--- src/rtl/bus_own_pkg.sv ---
package bus_own_pkg;
  typedef enum logic [2:0] {
    ST_IDLE,
    ST_REQ,
    ST_WAIT_FREE,
    ST_OWN_ACT,
    ST_OWN_PARK,
    ST_REL_HIGH
  } own_state_e;
endpackage

--- src/rtl/own_in_sync.sv ---
module own_in_sync #(
  parameter int   STAGES  = 2,
  parameter logic RST_VAL = 1'b0
) (
  input  logic clk_i,
  input  logic rst_ni,
  input  logic en_i,
  input  logic d_i,
  output logic q_o
);
  generate
    if (STAGES == 0) begin : g_bypass
      assign q_o = d_i;
    end else begin : g_chain
      logic [STAGES-1:0] chain_q;
      always_ff @(posedge clk_i or negedge rst_ni) begin
        if (!rst_ni) chain_q <= {STAGES{RST_VAL}};
        else if (STAGES == 1) chain_q <= d_i;
        else chain_q <= {chain_q[STAGES-2:0], d_i};
      end
      assign q_o = en_i ? chain_q[STAGES-1] : d_i;
    end
  endgenerate
endmodule

--- src/rtl/own_fsm.sv ---
module own_fsm
  import bus_own_pkg::*;
(
  input  logic       clk_i,
  input  logic       rst_ni,
  input  logic       gnt_s_i,
  input  logic       busy_n_s_i,
  input  logic       xfer_req_i,
  input  logic       xfer_done_i,
  output own_state_e state_o
);
  own_state_e st_q, st_d;

  always_comb begin
    st_d = st_q;
    unique case (st_q)
      ST_IDLE:      if (xfer_req_i) st_d = ST_REQ;
      ST_REQ: begin
        if (!xfer_req_i)  st_d = ST_IDLE;
        else if (gnt_s_i) st_d = ST_WAIT_FREE;
      end
      ST_WAIT_FREE: begin
        if (!gnt_s_i)        st_d = ST_REQ;
        else if (busy_n_s_i) st_d = ST_OWN_ACT;
      end
      ST_OWN_ACT:
        if (xfer_done_i && !xfer_req_i) st_d = gnt_s_i ? ST_OWN_PARK : ST_REL_HIGH;
      ST_OWN_PARK: begin
        if (!gnt_s_i)        st_d = ST_REL_HIGH;
        else if (xfer_req_i) st_d = ST_OWN_ACT;
      end
      ST_REL_HIGH:  st_d = ST_IDLE;
      default:      st_d = ST_IDLE;
    endcase
  end

  always_ff @(posedge clk_i or negedge rst_ni) begin
    if (!rst_ni) st_q <= ST_IDLE;
    else         st_q <= st_d;
  end

  assign state_o = st_q;

  logic own_w;
  assign own_w = (st_q == ST_OWN_ACT) || (st_q == ST_OWN_PARK);

  AST_CLAIM_FREE: assert property (@(posedge clk_i) disable iff (!rst_ni)
    (own_w && !$past(own_w)) |-> ($past(gnt_s_i) && $past(busy_n_s_i))) else $error("claim on busy");
  AST_PARK_HOLD: assert property (@(posedge clk_i) disable iff (!rst_ni)
    (st_q == ST_OWN_PARK && gnt_s_i && !xfer_req_i) |=> (st_q == ST_OWN_PARK)) else $error("park lost");
  AST_PARK_RESUME: assert property (@(posedge clk_i) disable iff (!rst_ni)
    (st_q == ST_OWN_PARK && gnt_s_i && xfer_req_i) |=> (st_q == ST_OWN_ACT)) else $error("no resume");
endmodule

--- src/rtl/own_out_dec.sv ---
module own_out_dec
  import bus_own_pkg::*;
(
  input  own_state_e state_i,
  output logic       bus_req_o,
  output logic       busy_oe_o,
  output logic       busy_n_o,
  output logic       mst_oe_o,
  output logic       xfer_go_o
);
  always_comb begin
    bus_req_o = 1'b0;
    busy_oe_o = 1'b0;
    busy_n_o  = 1'b1;
    mst_oe_o  = 1'b0;
    xfer_go_o = 1'b0;
    unique case (state_i)
      ST_REQ, ST_WAIT_FREE: bus_req_o = 1'b1;
      ST_OWN_ACT: begin
        busy_oe_o = 1'b1;
        busy_n_o  = 1'b0;
        mst_oe_o  = 1'b1;
        xfer_go_o = 1'b1;
      end
      ST_OWN_PARK: begin
        busy_oe_o = 1'b1;
        busy_n_o  = 1'b0;
        mst_oe_o  = 1'b1;
      end
      ST_REL_HIGH: busy_oe_o = 1'b1;  // active pull-up cycle
      default: ;
    endcase
  end
endmodule

--- src/rtl/bus_own_ctrl.sv ---
module bus_own_ctrl
  import bus_own_pkg::*;
#(
  parameter int SYNC_STAGES = 2
) (
  input  logic clk_i,
  input  logic rst_ni,
  input  logic sync_en_i,
  input  logic xfer_req_i,
  input  logic xfer_done_i,
  output logic xfer_go_o,
  input  logic bus_gnt_i,
  output logic bus_req_o,
  input  logic busy_n_i,
  output logic busy_n_o,
  output logic busy_oe_o,
  output logic mst_oe_o
);
  logic       gnt_s, busy_n_s;
  own_state_e state;

  own_in_sync #(.STAGES(SYNC_STAGES), .RST_VAL(1'b0)) u_gnt_sync (
    .clk_i(clk_i), .rst_ni(rst_ni), .en_i(sync_en_i), .d_i(bus_gnt_i), .q_o(gnt_s)
  );
  // busy idles high through the pull-up
  own_in_sync #(.STAGES(SYNC_STAGES), .RST_VAL(1'b1)) u_busy_sync (
    .clk_i(clk_i), .rst_ni(rst_ni), .en_i(sync_en_i), .d_i(busy_n_i), .q_o(busy_n_s)
  );

  own_fsm u_fsm (
    .clk_i(clk_i), .rst_ni(rst_ni), .gnt_s_i(gnt_s), .busy_n_s_i(busy_n_s),
    .xfer_req_i(xfer_req_i), .xfer_done_i(xfer_done_i), .state_o(state)
  );

  own_out_dec u_dec (
    .state_i(state), .bus_req_o(bus_req_o), .busy_oe_o(busy_oe_o),
    .busy_n_o(busy_n_o), .mst_oe_o(mst_oe_o), .xfer_go_o(xfer_go_o)
  );

  logic drive_low;
  assign drive_low = busy_oe_o && !busy_n_o;

  AST_RELEASE_HIGH: assert property (@(posedge clk_i) disable iff (!rst_ni)
    $fell(drive_low) |-> (busy_oe_o && busy_n_o)) else $error("no pull-up cycle");
  AST_RELEASE_TRISTATE: assert property (@(posedge clk_i) disable iff (!rst_ni)
    (busy_oe_o && busy_n_o) |=> !busy_oe_o) else $error("no tri-state");
  AST_NO_REQ_OWNER: assert property (@(posedge clk_i) disable iff (!rst_ni)
    mst_oe_o |-> !bus_req_o) else $error("request while owner");
  AST_GO_OWN: assert property (@(posedge clk_i) disable iff (!rst_ni)
    xfer_go_o |-> (drive_low && mst_oe_o)) else $error("go without ownership");
endmodule

--- config.mk ---
export PLATFORM = sky130hd
export DESIGN_NAME = bus_own_ctrl
export DESIGN_NICKNAME = d
export VERILOG_FILES = /design/src/rtl/bus_own_pkg.sv /design/src/rtl/own_in_sync.sv /design/src/rtl/own_fsm.sv /design/src/rtl/own_out_dec.sv /design/src/rtl/bus_own_ctrl.sv
export SDC_FILE = /design/constraint.sdc
export NUM_CORES = 1
export LEC_CHECK = 0
export ABC_AREA = 1
export BUFFER_PORTS_ARGS = -buffer_cell sky130_fd_sc_hd__buf_2
export CAP_MARGIN = 25
export CORE_AREA = 4 4 41 43
export DETAILED_ROUTE_END_ITERATION = 16
export DIE_AREA = 0 0 45 47
export SYNTH_ARGS = -nofsm -noshare
export SYNTH_HDL_FRONTEND = slang
export SYNTH_SLANG_ARGS = --single-unit
--- constraint.sdc ---
create_clock -name clk_i -period 2.04 [get_ports clk_i]
set_clock_uncertainty 0.1 [all_clocks]
set_input_delay 0.204 -clock clk_i [delete_from_list [all_inputs] [get_ports clk_i]]
set_output_delay 0.204 -clock clk_i [all_outputs]
set_load 0.1 [all_outputs]
# ---- Word-level counts from Yosys, hierarchy flattened
# Index checks and enable logic that the tools add are counted.
dict set report totals {
  regBits 7
  inputBits 7
  out_inout_bits 5
  wordCells 37
}
dict set report op_classes {
  eq_ne 10
  mux 17
  reduce_logical 7
}
# operator count
set op_table {}
lappend op_table {{two-way mux 3 bit} 8}
lappend op_table {{case mux 3 bit (5 select lines)} 1}
lappend op_table {{!= test 3 bit (second input constant)} 3}
lappend op_table {{two-way mux 1 bit} 8}
lappend op_table {{equality test 3 x 2 -> 1 bit (second input constant)} 2}
lappend op_table {{equality test 3 bit (second input constant)} 2}
lappend op_table {{AND reduction 5 bit} 1}
lappend op_table {{!= test 2 bit (second input constant)} 2}
lappend op_table {{OR reduction 2 bit} 2}
lappend op_table {{equality test 3 x 1 -> 1 bit (second input constant)} 1}
lappend op_table {{zero test 3 bit} 1}
lappend op_table {{OR reduction 3 bit} 1}
lappend op_table {{logical AND 1 bit} 1}
lappend op_table {{zero test 1 bit} 1}

# ---- Logic depth before layout (Yosys ltp)
# Gate-level depths: netlist of the first run.
dict set report logic_depth {
  ltp_word 4
  ltp_mapped 9
  mapped_depth_nobuf 9
}

# ---- By module
# A second synthesis of the first run with hierarchy kept.
dict set report unflattened {
  cells_unflattened 70
  hier_area_um2 476.7
}
# module instances cells_each area_per_inst_um2 seq_area_each_um2
set modules_own_cells {}
lappend modules_own_cells {own_fsm 1 44 284.0 75.1}
lappend modules_own_cells {{own_in_sync (u_busy_sync)} 1 6 67.6 52.6}
lappend modules_own_cells {{own_in_sync (u_gnt_sync)} 1 6 65.1 50.0}
lappend modules_own_cells {own_out_dec 1 14 60.1 0.0}

# ---- Worst setup path after synthesis of the first run
# No wires, ideal clock.
dict set report synth_path {
  path_kind {reg2out}
  from {reg u_fsm.st_q[2] (netlist: u_fsm.state_o[2])}
  to {out busy_n_o}
  arrival_time_ps 2523
  required_time_ps 1736
  slack_ps -787
  path_stages_with_launch 7
  path_cell_list {dfrtp_1 -> inv_2 -> nand2_2 -> nor2_4 -> inv_1 -> nand2_1 -> inv_1}
}
dict set report synth_via {
  elab_chain_len 3
  elab_cells_between_ends 4
  cone_classes {eq/ne (2); mux (1); reduce/logical (1)}
}
# item line_no
set synth_rtl {}
lappend synth_rtl {{from (decl)} own_fsm.sv:12} ;# own_state_e st_q, st_d;
lappend synth_rtl {{from (signal assigned)} own_fsm.sv:39} ;# else st_q <= st_d;
lappend synth_rtl {{equality test 3 bit / equality test 3 x 2 -> 1 bit (equally long branches)} own_out_dec.sv:17} ;# unique case (state_i)
lappend synth_rtl {{OR reduction 2 bit (no source line) *} --}
lappend synth_rtl {{two-way mux 1 bit *} own_out_dec.sv:17}
lappend synth_rtl {{to (decl)} bus_own_ctrl.sv:15} ;# output logic busy_n_o,
# Every way passes the cells marked *; elsewhere a longest branch is shown, timed or not.

# ---- Worst setup path after layout of the first run
dict set report layout_path {
  from {reg u_fsm.st_q[0] (netlist: u_fsm.state_o[0])}
  to {out busy_n_o}
}
# Same word-level chain as after synthesis.

==> results of run 1 <==
[critical path: stages, from the launching register on]
cell and delay [ps]:
dfrtp_1 440, nor2_1 220, nand2_1 200, nand2_8 120, clkinvlp_4 60, buf_2 280
[cell usage after synthesis]
cell	number	area, um2
nand2_2	4	25.0
nand2_1	18	67.6
a21oi_1	1	5.00
nand4_1	1	6.26
dfstp_2	2	52.6
nor2_1	6	22.5
nor2_2	1	6.26
nor3_1	1	5.00
inv_1	10	37.5
nor2_4	1	11.3
inv_2	4	15.0
nand2_4	1	11.3
and2_2	1	7.51
nand3_1	2	10.0
dfrtp_1	5	125
o21ai_0	5	25.0
[final timing paths]
kind,end,cells after the start,slack [ps],from
max,busy_n_o,5,160,u_fsm.state_o[0]$_DFFE_PN0P_
min,u_fsm.state_o[2]$_DFFE_PN0P_,4,200,xfer_req_i
max reg2reg,u_fsm.state_o[2]$_DFFE_PN0P_,5,660,u_fsm.state_o[0]$_DFFE_PN0P_
min reg2reg,u_busy_sync.g_chain.chain_q[1]$_DFF_PN1_,0,250,u_busy_sync.g_chain.chain_q[0]$_DFF_PN1_
max in group asynchronous,u_busy_sync.g_chain.chain_q[0]$_DFF_PN1_,2,1380,rst_ni
min in group asynchronous,u_fsm.state_o[2]$_DFFE_PN0P_,2,230,rst_ni
[cell families after synthesis]
logic type	after synthesis	share of synthesized area [%]
AND/OR/NAND/NOR	36	39.9
buffers and inverters	14	12.1
AO/OA/AOI/OAI	6	6.93
flip-flops	7	41.0
[cell type report]
cell class	count	area share, %
Multi-Input combinational cell	42	37.2
Sequential cell	7	30.2
Timing Repair Buffer	14	15.3
Inverter	14	9.57
Clock buffer	4	4.47
Tap cell	15	3.19
[what timing repair did]
action | in CTS | in global routing
hold buffers | 3 | 0
resized for setup | 0 | 2
hold endpoints to repair | 9 | 0
setup endpoints to repair | 0 | 2
[through the flow]
| step | instances | TNS, ps | area [um2] | util (%) | hold slack [ps] |
|---|---|---|---|---|---|
| after floorplan | 63 | -293 | 453 | - | -192 |
| after global placement | 89 | 0 | 527 | 40.5 | -61.2 |
| after detailed placement | 89 | 0 | 527 | 40.5 | -61.0 |
| after CTS | 96 | 0 | 583 | 44.8 | 194 |
| after global routing | 96 | 0 | 588 | 45.2 | 240 |
| final | 96 | 0 | 588 | 45.2 | 200 |
[power breakdown]
part | internal (mW) | leakage, nW | switching [mW] | total (mW)
combinational | 0.131 | 0.213 | 0.490 | 0.621
clock | 0.0745 | 0.0150 | 0.0488 | 0.123
sequential | 0.167 | 0.0834 | 0.0341 | 0.201
total | 0.373 | 0.311 | 0.573 | 0.946
[routing by layer]
metal	vias up	GRT usage, %
li1	224	-
met1	175	11.2
met2	5	14.7
met3	0	0.383
met4	0	8.77
met5	-	0
[sequential cells by signal, summed over array words and instances, names as in the netlist]
register,flops
u_busy_sync.g_chain.chain_q,2
u_fsm.state_o,3
u_gnt_sync.g_chain.chain_q,2
==> key figures, run 1 <==
Die
  – Row cnt: 13
  – Die Wd: 45 um
  – Die height: 47 um
  – Top Ports: 12
  – CORE AREA: 1300 um2
  – Die area: 2120 um2
  – Initial Util: 33.3%

Power
  – Static leakage: 0.311 nW
  – Cell Pwr Density: 1610 nW/um2
  – Pwr Total: 0.946 mW
  – Worst IR drop on VDD: 0.602 mV

Timing
  – Tightest Pin Transition: 489 ps
  – Final Cycle Share: 92.1%
  – Final setup fails: 0
  – Pins Over Slew Limit: 0
  – Worst setup margin: 160 ps
  – Slew Limit Headroom: 67.6%
  – Max Fclk: 532 MHz
  – RSZ-0062 raised after global routing: no
  – Fin. Hold Viols: 0
  – Period minus WS final: 1880 ps

Logic synthesis
  – Cell variety after synth: 16
  – Flops & latches, synth: 7
  – Synthesized instance count: 63
  – Post-synthesis sequential area ratio: 41.0%
  – Avg Synthesized Cell Area: 6.87 um2
  – Synth warnings: 0
  – Synthesized net count: 70
  – Mapped cell area: 433 um2

Layout
  – Register area: 178 um2
  – Nets: 89
  – Filler Cell Count: 147
  – Area Growth Syn to Fin: 35.8%
  – Fraction of layout cells with a size suffix above 1: 38.3%
  – Commonest non-fill, non-tap cell in the layout: nand2_1
  – Most frequent cells in the layout: 17 x nand2_1, 9 x buf_2, 8 x inv_1
  – Area of the multi-input gates: 219 um2
  – Antenna fix cells: 0

Clocking
  – CTS root buf: clkbuf_4
  – Clock latency on the worst-skew pair: 240 ps
  – Clock transition at path regs: 50 ps
  – Clock tree from TritonCTS: yes
  – H-tree depth: 1
  – Num CTS Buffers: 3
  – Post-CTS setup buffers: 0
  – CTS Buffer Depth: 2
  – Clk sinks: 7

Outcome
  – Status: completed

Routing
  – DRT antenna net count: 0
  – Avg WL per Cell: 9.06 um
  – Top Layer Used: met3
  – Iteration-0 DRC Markers: 6
  – Met2 wire len: 446 um
  – DRT Wirelength: 870 um
  – First-pass DRT Iterations: 4
  – Drt via density: 4.21
  – DRT met1 WL: 395 um
  – Via count: 404
  – Length of routed met3 wiring: 27 um
  – DR DRC count: 0

Global route
  – First-pass GRT wire length: 1390 um
  – Vias in the first global route: 367
  – Initial antenna violation count: 0
  – Pin count of the biggest net entering global routing: 8
  – Grt ovf: 0
  – Total GRT Usage: 9.24%

Run
  – Max Cap Viol: 0

Critical path
  – CP Launch Type: flip-flop
  – WP data required: 1740 ps
  – Crit-path max FO: 6
  – Worst Setup End Kind: primary output
  – Worst Setup Path Type: flip-flop to primary output
  – CP arrival: 1580 ps

Placed design
  – Port Buf Inserts: 11
  – Post-DP HPWL: 698 um
  – Place WS: 356 ps
  – GP Congestion: 0.787

Min path
  – Hold Crit Class: input port to flip-flop
Note: power is estimated with default switching activity, not from simulation.
==> run 2, diff against run 1 <==
CORE_AREA = 2 2 39 41   (was 4 4 41 43)
DIE_AREA = 0 0 41 43   (was 0 0 45 47)
==> key figures, run 2 (synthesis gave the netlist of run 1 again) <==
Placed design
  – Post-DP HPWL: 695 um
  – Place WS: 382 ps
  – Dpl cell area: 528 um2
  – GP Congestion: 0.738
  – Port Buf Inserts: 11

Routing
  – Via count: 404
  – Avg WL per Cell: 8.73 um
  – DRT antenna net count: 0
  – DRT Wirelength: 847 um
  – Drt via density: 4.16
  – Iteration-0 DRC Markers: 5
  – First-pass DRT Iterations: 4
  – DR DRC count: 0

Min path
  – Hold Crit Class: input port to asynchronous set/reset pin

Clocking
  – H-tree depth: 1
  – Clock latency on the worst-skew pair: 240 ps
  – Num CTS Buffers: 3
  – Post-CTS setup buffers: 0
  – CTS Buffer Depth: 2
  – Clock tree from TritonCTS: yes
  – Clk sinks: 7
  – Clock transition at path regs: 50 ps
  – Post-CTS sizing: 0
  – CTS root buf: clkbuf_4

Layout
  – Nets: 89
  – Most frequent cells in the layout: 17 x nand2_1, 11 x buf_2, 8 x inv_1
  – Post-route cell area: 584 um2
  – Commonest non-fill, non-tap cell in the layout: nand2_1
  – Area Growth Syn to Fin: 35.0%
  – Fraction of layout cells with a size suffix above 1: 38.3%
  – Area of the multi-input gates: 219 um2
  – Max reg flops: 3
  – Antenna fix cells: 0
  – Filler Cell Count: 147
  – Register area: 178 um2

Timing
  – Hold slack: 216 ps
  – Final setup fails: 0
  – RSZ-0062 raised after global routing: no
  – Period minus WS final: 1910 ps
  – Max Fclk: 523 MHz
  – Tightest Pin Transition: 487 ps
  – Slew Limit Headroom: 67.8%
  – Pins Over Slew Limit: 0
  – Fin. Hold Viols: 0
  – Worst setup margin: 126 ps
  – Final Cycle Share: 93.8%

Run
  – Max Cap Viol: 0

Die
  – Row cnt: 14
  – Die height: 43 um
  – Top Ports: 12
  – Initial Util: 31.3%
  – Die Wd: 41 um
  – CORE AREA: 1380 um2
  – Die area: 1760 um2

Global route
  – Vias in the first global route: 378
  – First-pass GRT wire length: 1450 um
  – Pin count of the biggest net entering global routing: 8
  – Initial antenna violation count: 0
  – Total GRT Usage: 12.5%
  – Grt ovf: 0

Critical path
  – CP Cell Sequence: nor2_1, nand2_1, nand2_8, buf_2
  – Critical path's largest stage delay: 430 ps
  – CP arrival: 1610 ps
  – CP Launch Type: flip-flop
  – CP top delay family: simple AND/OR/NAND/NOR gates
  – Worst Setup End Kind: primary output
  – Crit-path max FO: 6
  – WP buf/inv: 1
  – CP max stage cell: dfrtp_1
  – WP data required: 1740 ps
  – Worst Setup Path Type: flip-flop to primary output

Power
  – Cell Pwr Density: 1600 nW/um2
  – Static leakage: 0.312 nW
  – Worst IR drop on VDD: 0.476 mV

Outcome
  – Status: completed
-- run 2: cell types whose count changed in the layout (fill, tap and decap cells not counted), sizes merged --
cell    before  now
buf          9   11
clkbuf       6    4
-- run 2: worst register-to-register path: stages, from the launching register on --
cell and delay (ps):
dfrtp_1 430, nor2_1 200, nand2_1 190, o21ai_0 250, nand2_1 80, nand2_1 60
-- run 2: power breakdown --
| group | total (mW) | switching (mW) | internal, mW |
|---|---|---|---|
| Clock | 0.122 | 0.0471 | 0.0744 |
| Sequential | 0.200 | 0.0323 | 0.167 |
| Combinational | 0.615 | 0.491 | 0.124 |
-- run 2: area by class of cell --
cell class	count	area share (%)
Timing Repair Buffer	14	14.6
Clock buffer	4	4.50
Tap cell	16	3.43
Inverter	14	9.64
Sequential cell	7	30.4
Multi-Input combinational cell	42	37.5
-- run 2: worst paths after layout --
kind | slack [ps] | to | startpoint | cells after the start
worst max-delay path | 130 | mst_oe_o | u_fsm.state_o[0]$_DFFE_PN0P_ | 4
worst min-delay path | 220 | u_gnt_sync.g_chain.chain_q[1]$_DFF_PN0_ | rst_ni | 2
worst max register to register | 670 | u_fsm.state_o[2]$_DFFE_PN0P_ | u_fsm.state_o[0]$_DFFE_PN0P_ | 5
worst min register to register | 240 | u_gnt_sync.g_chain.chain_q[1]$_DFF_PN0_ | u_gnt_sync.g_chain.chain_q[0]$_DFF_PN0_ | 0
max in group asynchronous | 1400 | u_busy_sync.g_chain.chain_q[1]$_DFF_PN1_ | rst_ni | 2
min in group clk_i | 220 | u_fsm.state_o[2]$_DFFE_PN0P_ | xfer_req_i | 4
-- run 2: what timing repair did --
item / in CTS / in global routing
hold buffers: 3 / 0
hold endpoints to repair: 9 / 0
endpoints found under the setup margin: 0 / 0
-- run 2: per-stage QoR --
stage | cells | power (mW) | TNS, ps | util, %
2_1_floorplan | 63 | 0.727 | -293 | -
3_3_place_gp | 90 | 0.814 | 0 | 38.2
3_5_place_dp | 90 | 0.815 | 0 | 38.2
4_1_cts | 97 | 0.947 | 0 | 42.2
5_1_grt | 97 | 1.01 | 0 | 42.2
6_report | 97 | 0.936 | 0 | 42.2
-- run 2: metal layers --
metal  up-vias  part of all wire [%]  track usage [%]
met2         5                    50             19.4
met4         0                     0             6.00
met3         0                   2.8             3.14
li1        224                     -                -
met1       175                    48             15.4
met5         -                     0                0
==> run 3, diff against run 2 <==
ABC_AREA = default   (was 1)
ABC_CLOCK_PERIOD_IN_PS = 2040   (was default)
CTS_CLUSTER_DIAMETER = 60   (was default)
==> key figures, run 3 <==
Placed design
  – GP Congestion: 0.820
  – Port Buf Inserts: 11
  – Dpl cell area: 453 um2
  – Post-DP HPWL: 551 um

Layout
  – Area Growth Syn to Fin: 34.5%
  – Filler Cell Count: 133
  – Fraction of layout cells with a size suffix above 1: 51.0%
  – Max reg flops: 3
  – Nets: 59
  – Most frequent cells in the layout: 10 x buf_2, 5 x dfrtp_1, 4 x clkbuf_4
  – Commonest non-fill, non-tap cell in the layout: buf_2
  – Post-route cell area: 512 um2
  – Antenna fix cells: 0

Routing
  – First-pass DRT Iterations: 4
  – Iteration-0 DRC Markers: 2
  – DRT Wirelength: 667 um
  – DRT antenna net count: 0
  – Via count: 293
  – Avg WL per Cell: 9.96 um
  – DR DRC count: 0
  – Drt via density: 4.37

Die
  – Top Ports: 12
  – Initial Util: 27.5%
  – Die height: 43 um
  – Row cnt: 14
  – Die Wd: 41 um
  – CORE AREA: 1380 um2
  – Die area: 1760 um2

Critical path
  – Worst Setup Path Type: flip-flop to primary output
  – Crit. Startpoint: u_fsm.state_o[1]$_DFFE_PN0P_
  – Worst R2R End: u_fsm.state_o[1]$_DFFE_PN0P_
  – Worst Setup End Kind: primary output
  – Crit-path max FO: 8
  – Reg2Reg Depth: 3
  – WP data required: 1740 ps
  – R2r setup slk: 780 ps
  – Critical path capture point: busy_n_o
  – CP Launch Type: flip-flop
  – CP top delay family: buffers and inverters
  – CP arrival: 1640 ps
  – Critical path's largest stage delay: 470 ps
  – RR Startpoint: u_fsm.state_o[0]$_DFFE_PN0P_
  – WP buf/inv: 3
  – Critical path depth: 5
  – CP Cell Sequence: nand3_2, inv_6, or2_4, clkinvlp_4, buf_2
  – CP max stage cell: dfrtp_1

Logic synthesis
  – Synth area leaders: dfrtp_1 33%, dfstp_2 14%, o21ai_0 3.9%
  – Synthesized instance count: 35
  – Post-synthesis sequential area ratio: 46.7%
  – Synthesized net count: 42
  – Post-synth top flop: dfrtp_1
  – Synth area leader: dfrtp_1
  – Ys async rst share: 100%
  – Synth warnings: 0
  – Post-synth top cells: 5 x dfrtp_1, 3 x o21ai_0
  – Avg Synthesized Cell Area: 10.9 um2
  – Synth top area share: 32.9%
  – Mapped cell area: 380 um2
  – Number of flops mapped to enable cells by yosys: 0
  – Most frequent cell after synthesis: dfrtp_1
  – Cell variety after synth: 23
  – Flops & latches, synth: 7

Timing
  – Final setup fails: 0
  – Tightest Pin Transition: 483 ps
  – Fin. Hold Viols: 0
  – Pins Over Slew Limit: 0
  – Final setup TNS: 0 ps
  – Max Fclk: 515 MHz
  – Period minus WS final: 1940 ps
  – Final Cycle Share: 95.2%
  – Slew Limit Headroom: 68.0%
  – RSZ-0062 raised after global routing: no

Clocking
  – CTS Buffer Depth: 2
  – Clock tree from TritonCTS: yes
  – Num CTS Buffers: 3
  – Clk sinks: 7
  – H-tree depth: 1
  – Clock latency on the worst-skew pair: 240 ps
  – CTS root buf: clkbuf_4
  – Clock transition at path regs: 50 ps

Global route
  – First-pass GRT wire length: 1190 um
  – Grt ovf: 0
  – Pin count of the biggest net entering global routing: 9
  – Vias in the first global route: 332
  – Total GRT Usage: 10.7%
  – Initial antenna violation count: 0

Outcome
  – Status: completed

Run
  – Max Cap Viol: 0

Min path
  – Hold Crit Class: input port to flip-flop
## run 3: cell types whose count changed after synthesis, moves of 2 or more
cell,before,now
or2_1,0,2
nand2_2,4,0
nor2_1,6,1
inv_2,4,2
nand2_1,18,2
o21ai_0,5,3
inv_1,10,2
nand3_1,2,0
## run 3: final cells by class
class	count	area, um2	share of cell area (%)
inverter	4	23.8	4.65
multi-input combinational	22	176	34.5
timing repair buffer	14	87.6	17.1
clock buffer	4	26.3	5.13
tap	16	20.0	3.91
sequential	7	178	34.7
## run 3: logic make-up after synthesis
| kind of cell | Yosys count | synth area share [%] |
|---|---|---|
| simple gates | 9 | 15.8 |
| xor+xnor | 1 | 2.30 |
| flops | 7 | 46.7 |
| mux | 3 | 9.54 |
| compound gates | 9 | 17.4 |
| buf+inv | 6 | 8.22 |
## run 3: through the flow
step	instances	hold WS (ps)	util (%)	setup slack, ps
finish	67	187	37.0	97.6
global route	67	207	37.0	18.7
CTS	67	182	36.8	86.5
detailed placement	60	-58.9	32.7	353
global placement	60	-58.1	32.7	369
floorplan	35	-192	-	-112
## run 3: worst register-to-register path, delay by kind of cell, from the launching register on
kind,cells,cell delay (ps)
AOI/OAI and AO/OA,2,190
muxes,1,340
DFF,1,500
## run 3: how the worst min path moves through the flow
stage	from	end	depth (start not counted)
final	xfer_done_i	u_fsm.state_o[2]$_DFFE_PN0P_	3
after global routing	xfer_done_i	u_fsm.state_o[2]$_DFFE_PN0P_	3
after CTS	xfer_done_i	u_fsm.state_o[1]$_DFFE_PN0P_	4
after detailed placement	rst_ni	u_fsm.state_o[1]$_DFFE_PN0P_	1
after global placement	rst_ni	u_fsm.state_o[2]$_DFFE_PN0P_	1
after floorplan	rst_ni	u_fsm.state_o[0]$_DFFE_PN0P_	0
## run 3: metal layers
metal  global-route usage, %  share of wire (%)  vias to the layer above
met5                       0                  0                        -
met3                    9.95                4.0                        0
li1                        -                  -                      151
met1                    10.5                 45                      138
met4                    3.33                  0                        0
met2                    15.6                 51                        4
## run 3: what timing repair did
action                                 CTS  global route
setup buffers                            0             0
resized for setup                        0             1
hold buffers                             3             0
endpoints found under the hold margin    9             0
setup endpoints to repair                0             1
Power of run 3 is not shown: default switching activity piles up to over one toggle a cycle in this logic, so the estimate is an artifact.
